File: config.mk
export PLATFORM = sky130hd
export DESIGN_NAME = fsx_unit
export DESIGN_NICKNAME = d
export VERILOG_FILES = /design/src/rtl/fsx_pkg.sv /design/src/rtl/fsx_decode.sv /design/src/rtl/fsx_funnel.sv /design/src/rtl/fsx_field.sv /design/src/rtl/fsx_out_stage.sv /design/src/rtl/fsx_unit.sv
export SDC_FILE = /design/constraint.sdc
export NUM_CORES = 1
export LEC_CHECK = 0
export BUFFER_PORTS_ARGS = -buffer_cell sky130_fd_sc_hd__buf_2
export CAP_MARGIN = 30
export CORE_AREA = 2 2 151 153
export DETAILED_ROUTE_END_ITERATION = 10
export DIE_AREA = 0 0 153 155
export GPL_ROUTABILITY_DRIVEN = 0
export PLACE_DENSITY_LB_ADDON = 0.12
export SLEW_MARGIN = 0
export SYNTH_ARGS = -nofsm -noshare
export SYNTH_HDL_FRONTEND = slang
export SYNTH_SLANG_ARGS = --single-unit
File: constraint.sdc
create_clock -name clk -period 5.67 [get_ports clk]
set_clock_uncertainty 0.05 [all_clocks]
set_input_delay 0.567 -clock clk [delete_from_list [all_inputs] [get_ports clk]]
set_output_delay 0.567 -clock clk [all_outputs]
set_load 0.03 [all_outputs]
File: src/rtl/fsx_pkg.sv
package fsx_pkg;
  localparam int W     = 32;
  localparam int AMT_W = $clog2(W);
  localparam int IDX_W = 5;
  localparam int CND_W = 3;

  localparam logic [W-1:0] PAIR_REG_VAL = 32'hD000_0000;
  localparam logic [W-1:0] PAIR_REG_MSK = 32'hFC00_1FE0;
  localparam logic [W-1:0] PAIR_IMM_VAL = 32'hD000_0800;
  localparam logic [W-1:0] PAIR_IMM_MSK = 32'hFC00_1C00;
  localparam logic [W-1:0] XTR_REG_VAL  = 32'hD000_1000;
  localparam logic [W-1:0] XTR_REG_MSK  = 32'hFC00_1BE0;
  localparam logic [W-1:0] XTR_IMM_VAL  = 32'hD000_1800;
  localparam logic [W-1:0] XTR_IMM_MSK  = 32'hFC00_1800;

  typedef enum logic [2:0] {
    K_PAIR_REG,
    K_PAIR_IMM,
    K_XTR_REG,
    K_XTR_IMM,
    K_BAD
  } kind_e;

  typedef struct packed {
    kind_e             kind;
    logic [IDX_W-1:0]  idx_a;
    logic [IDX_W-1:0]  idx_b;
    logic [IDX_W-1:0]  dst;
    logic [CND_W-1:0]  cond;
    logic [AMT_W-1:0]  imm;
    logic [AMT_W-1:0]  clen;
    logic              sext;
  } dec_t;

  typedef struct packed {
    logic [W-1:0]      result;
    logic [IDX_W-1:0]  dst;
    logic [CND_W-1:0]  cond;
    logic              illegal;
  } res_t;
endpackage

File: src/rtl/fsx_decode.sv
module fsx_decode
  import fsx_pkg::*;
(
  input  logic [W-1:0] insn,
  output dec_t         dec
);
  logic hit_pr, hit_pi, hit_xr, hit_xi;

  always_comb begin
    hit_pr = (insn & PAIR_REG_MSK) == PAIR_REG_VAL;
    hit_pi = (insn & PAIR_IMM_MSK) == PAIR_IMM_VAL;
    hit_xr = (insn & XTR_REG_MSK)  == XTR_REG_VAL;
    hit_xi = (insn & XTR_IMM_MSK)  == XTR_IMM_VAL;
  end

  always_comb begin
    dec       = '0;
    dec.kind  = K_BAD;
    dec.idx_a = insn[25:21];
    dec.idx_b = insn[20:16];
    dec.cond  = insn[15:13];
    dec.imm   = insn[9:5];
    dec.clen  = insn[4:0];
    dec.sext  = insn[10];
    if (hit_pr)      dec.kind = K_PAIR_REG;
    else if (hit_pi) dec.kind = K_PAIR_IMM;
    else if (hit_xr) dec.kind = K_XTR_REG;
    else if (hit_xi) dec.kind = K_XTR_IMM;
    // shifts write the low field, extracts the middle one
    dec.dst = (dec.kind == K_XTR_REG || dec.kind == K_XTR_IMM) ? insn[20:16]
                                                               : insn[4:0];
  end
endmodule

File: src/rtl/fsx_funnel.sv
module fsx_funnel #(
  parameter int W     = 32,
  parameter int AMT_W = $clog2(W)
) (
  input  logic [W-1:0]     hi,
  input  logic [W-1:0]     lo,
  input  logic [AMT_W-1:0] amt,
  output logic [W-1:0]     out
);
  // low word of the 2W-bit pair after a right shift
  assign out = W'({hi, lo} >> amt);
endmodule

File: src/rtl/fsx_field.sv
module fsx_field #(
  parameter int W     = 32,
  parameter int AMT_W = $clog2(W)
) (
  input  logic [W-1:0]     shifted,
  input  logic [AMT_W-1:0] clen,
  input  logic             sext,
  output logic [W-1:0]     field
);
  logic [AMT_W-1:0] top;
  logic             fill;

  assign top  = ~clen;  // len-1 = W-1-clen
  assign fill = sext & shifted[top];

  for (genvar i = 0; i < W; i++) begin : g_bit
    assign field[i] = (AMT_W'(i) <= top) ? shifted[i] : fill;
  end
endmodule

File: src/rtl/fsx_out_stage.sv
module fsx_out_stage #(
  parameter int PW = 8
) (
  input  logic          clk,
  input  logic          rst_n,
  input  logic          up_valid,
  output logic          up_ready,
  input  logic [PW-1:0] up_data,
  output logic          dn_valid,
  input  logic          dn_ready,
  output logic [PW-1:0] dn_data
);
  logic          vld_q;
  logic [PW-1:0] data_q;

  assign up_ready = !vld_q || dn_ready;
  assign dn_valid = vld_q;
  assign dn_data  = data_q;

  always_ff @(posedge clk) begin
    if (!rst_n) begin
      vld_q  <= 1'b0;
      data_q <= '0;
    end else if (up_ready) begin
      vld_q <= up_valid;
      if (up_valid) data_q <= up_data;
    end
  end
endmodule

File: src/rtl/fsx_unit.sv
module fsx_unit
  import fsx_pkg::*;
(
  input  logic             clk,
  input  logic             rst_n,
  input  logic             in_valid,
  output logic             in_ready,
  input  logic [W-1:0]     in_insn,
  input  logic [W-1:0]     in_opa,
  input  logic [W-1:0]     in_opb,
  input  logic [AMT_W-1:0] in_sar,
  output logic             out_valid,
  input  logic             out_ready,
  output logic [W-1:0]     out_result,
  output logic [IDX_W-1:0] out_dst,
  output logic [CND_W-1:0] out_cond,
  output logic             out_illegal
);
  localparam int PW = $bits(res_t);

  dec_t             dec;
  logic [W-1:0]     opa_z, opb_z, hi, sh, fld;
  logic [AMT_W-1:0] amt;
  logic             is_xtr;
  res_t             nxt, cur;
  logic [PW-1:0]    cur_bits;

  fsx_decode u_dec (.insn(in_insn), .dec(dec));

  assign opa_z  = (dec.idx_a == '0) ? '0 : in_opa;
  assign opb_z  = (dec.idx_b == '0) ? '0 : in_opb;
  assign is_xtr = (dec.kind == K_XTR_REG) || (dec.kind == K_XTR_IMM);

  always_comb begin
    unique case (dec.kind)
      K_PAIR_REG: amt = in_sar;
      K_XTR_REG:  amt = in_sar ^ AMT_W'(W-1);  // MSB-first count to shift
      default:    amt = ~dec.imm;              // W-1 minus field
    endcase
  end

  // extracts reuse the funnel: the high word is the sign or zero fill
  assign hi = is_xtr ? {W{dec.sext & opa_z[W-1]}} : opb_z;

  fsx_funnel #(.W(W), .AMT_W(AMT_W)) u_fun (
    .hi(hi), .lo(opa_z), .amt(amt), .out(sh)
  );

  fsx_field #(.W(W), .AMT_W(AMT_W)) u_fld (
    .shifted(sh), .clen(dec.clen), .sext(dec.sext), .field(fld)
  );

  always_comb begin
    nxt = '0;
    if (dec.kind == K_BAD) begin
      nxt.illegal = 1'b1;
    end else begin
      nxt.result = is_xtr ? fld : sh;
      nxt.dst    = dec.dst;
      nxt.cond   = dec.cond;
    end
  end

  fsx_out_stage #(.PW(PW)) u_out (
    .clk(clk), .rst_n(rst_n),
    .up_valid(in_valid), .up_ready(in_ready), .up_data(nxt),
    .dn_valid(out_valid), .dn_ready(out_ready), .dn_data(cur_bits)
  );

  assign cur         = res_t'(cur_bits);
  assign out_result  = cur.result;
  assign out_dst     = cur.dst;
  assign out_cond    = cur.cond;
  assign out_illegal = cur.illegal;
endmodule

==> results.md <==
- Status: complete, no violations
- Crit Path Class: primary input to flop
- # clock sinks: 42
- Worst R2R Setup Slack: 3.06 ns
- Pwr/cell area: 154 mW/mm2
- Hold WC Path Type: flop to flop
- Nets: 1163
- Vias in the first global route: 7925
- Detail Route Antenna Nets: 0
- DR vias/cell: 6.30
- Register area share after synthesis: 0.128
- DR pass1 iterations: 7
- FILL cells: 2472
- Standard-cell rows: 55
- Least-Margin Pin Slew: 0.889 ns
- First-pass GRT wire length: 47.1 mm
- Post-CTS resize count: 0
- Final Routed Wirelength: 30.9 mm
- Number of diodes: 0
- IO Count: 148
- Crit path DAT: 5.07 ns
- Flops & latches, synth: 42
- Vias: 8473
- Sw Pwr: 491 uW
- Ys flop type: dfxtp_1
- Worst skew pair latency: 0.29 ns
- Worst EP required: 5.84 ns
- GRT overflow: 0
- Syn avg cell area: 6.96 um2
- Fin cells: 1344
- Tot Pwr: 1200 uW
- CP dominant cell by count: o21ai_2
- Crit path max fanout: 18
- DR DRC count: 0
- Area leader, netlist: dfxtp_1
- Die area: 0.0237 mm2
- Total GRT Usage: 0.249
- RSZ-0062 raised after global routing: no
- Synth Cell Area: 0.00656 mm2
- DR iter-0 viols: 967
- CP max-delay cell: nor2_1
- Hold Vio Cnt, Final: 0
- Final min period: 4.90 ns
- CTS Hold Buffers Added: 0
- Clock Tree Root: clkbuf_16
- Synth Instances: 942
- Synthesized Nets: 1047
- CP max stage delay: 0.73 ns
- Slew Viols, Final: 0
- Clock share of power: 0.272
- WL/cell: 23.0 um
- Top post-synthesis cells by area: dfxtp_1 (13%), mux2i_1 (7.9%), nand2_1 (7.8%), o21ai_0 (4.4%), nor2_1 (4.4%)
- Place WS: 0.586 ns
- CP startpoint kind: primary input
- Clock Pin Slew Worst Setup and Hold Paths: 0.06 ns
- Detail Placement HPWL: 24.7 mm
- Fraction of registers with async set/reset: 0
- Final worst slack: 0.771 ns
- Hold Slack: 0.399 ns
- Area grow syn2layout: 18.6%
- Share of cells above drive strength 1: 0.243
- Count leader, synth: nand2_1
- Die span in y: 155 um
- Htree depth: 2
- Multi-input logic area: 0.00527 mm2
- Slew margin rel.: 0.405
- Max-capacitance violation count: 0
- CP endpoint kind: flop
- Initial antenna violation count: 0
- Reg power frac: 0.249
- Core area: 0.0222 mm2
- Leak: 0.00325 uW
- Cts bufs inserted: 5
- Fmax: 0.204 GHz
- Most frequent cells after synthesis: nand2_1 (137), nor2_1 (77), o21ai_0 (58)
- DIE WIDTH: 153 um
- Internal: 704 uW
- Postcts setup bufs: 0
- Largest net degree at the start of global routing: 45
- Logic gate share of total power: 0.480
- Reg area: 841 um2
- Starting Density: 0.295
- Setup_tns: 0 ns
- CTS tree: yes
- Synth cell types: 83
- Final setup viols: 0
- Switching fraction of total power: 0.411
- # port buffers: 146
- CTS Buffer Depth: 2
- Peak supply drop: 0.000117 V
- Placed Cells: 1336
- Synth Warn #: 0
- Yosys top cell area share: 0.128
- Crit share post-route: 0.864
- CP cell instances: buf_2 -> and2_1 -> nor2_1 -> o21ai_2 -> buf_4 -> o32ai_1 -> nor3_1 -> o31ai_2 -> nor4b_1 -> or4_1 -> or3_4 -> o31a_4 -> o21ai_2
- Post-synth EDFFs: 0
kinds of logic after synthesis:
logic type      count (synthesis)  synth area share
buf+inv                        93            0.0738
flops                          42             0.128
mux                            68             0.112
compound gates                387             0.434
simple gates                  352             0.252
cell type report:
class / instances / share of cell area
multi-input combinational: 807 / 0.677
timing repair buffer: 194 / 0.144
sequential: 42 / 0.108
tap: 285 / 0.0458
clock buffer: 7 / 0.0170
clock inverter: 1 / 0.00386
inverter: 8 / 0.00386
metal layers:
layer / routed length (um) / track usage / vias to the layer above
li1: - / - / 3923
met1: 13700 / 0.346 / 4086
met3: 2020 / 0.0270 / 56
met2: 14500 / 0.416 / 408
met4: 733 / 0.0551 / 0
met5: 0 / 0 / -
power groups by stage:
stage          clock network [uW]  registers [uW]  logic, uW
6_report                      325             297        573
5_1_grt                       346             297        609
4_1_cts                       336             297        558
3_5_place_dp                    0             304        555
3_3_place_gp                    0             304        555
2_1_floorplan                   0             307        341
stage by stage:
step           area, um2   util
2_1_floorplan       6560      -
3_3_place_gp        7590  0.341
3_5_place_dp        7620  0.343
4_1_cts             7780  0.350
5_1_grt             7780  0.350
6_report            7780  0.350
flip-flops by register name (all words and copies together), names as in the netlist:
| register | flops |
|---|---|
| u_out.dn_valid | 1 |
| u_out.dn_data | 41 |
worst max-delay path, delay by kind of cell:
kind            cells  cell delay, ns
compound gates      5            1.78
buf+inv             2            0.51
simple gates        6            2.19
path summary, 6_finish.rpt:
| path | start | endpoint | cells past startpoint |
|---|---|---|---|
| worst max-delay path | in_insn[12] | u_out.dn_data[32]$_SDFFE_PN0P_ | 13 |
| worst min-delay path | u_out.dn_data[10]$_SDFFE_PN0P_ | u_out.dn_data[10]$_SDFFE_PN0P_ | 1 |
| worst max register to register | u_out.dn_valid$_SDFFE_PN0N_ | u_out.dn_data[32]$_SDFFE_PN0P_ | 8 |
| worst min register to register | u_out.dn_data[10]$_SDFFE_PN0P_ | u_out.dn_data[10]$_SDFFE_PN0P_ | 1 |
placed cells by master (no fill, tap or decap), drive strengths merged, types with 6 or more instances in the layout:
cell type and n:
and2 15, a221oi 7, nor2b 8, nand4 7, nor2 78, o2111ai 9
dfxtp 42, o211ai 14, a32oi 16, a31oi 14, o31ai 10, o22ai 26
nor3 29, or2 11, a22oi 25, and3 11, nand3 28, clkbuf 7
inv 8, a21oi 55, o2111a 6, a221o 12, a211oi 14, mux2i 52
nand2 138, o221ai 23, a21o 11, buf 194, o21ai 75, a21boi 7
mux2 13
Power figures use the tool's default switching activity.
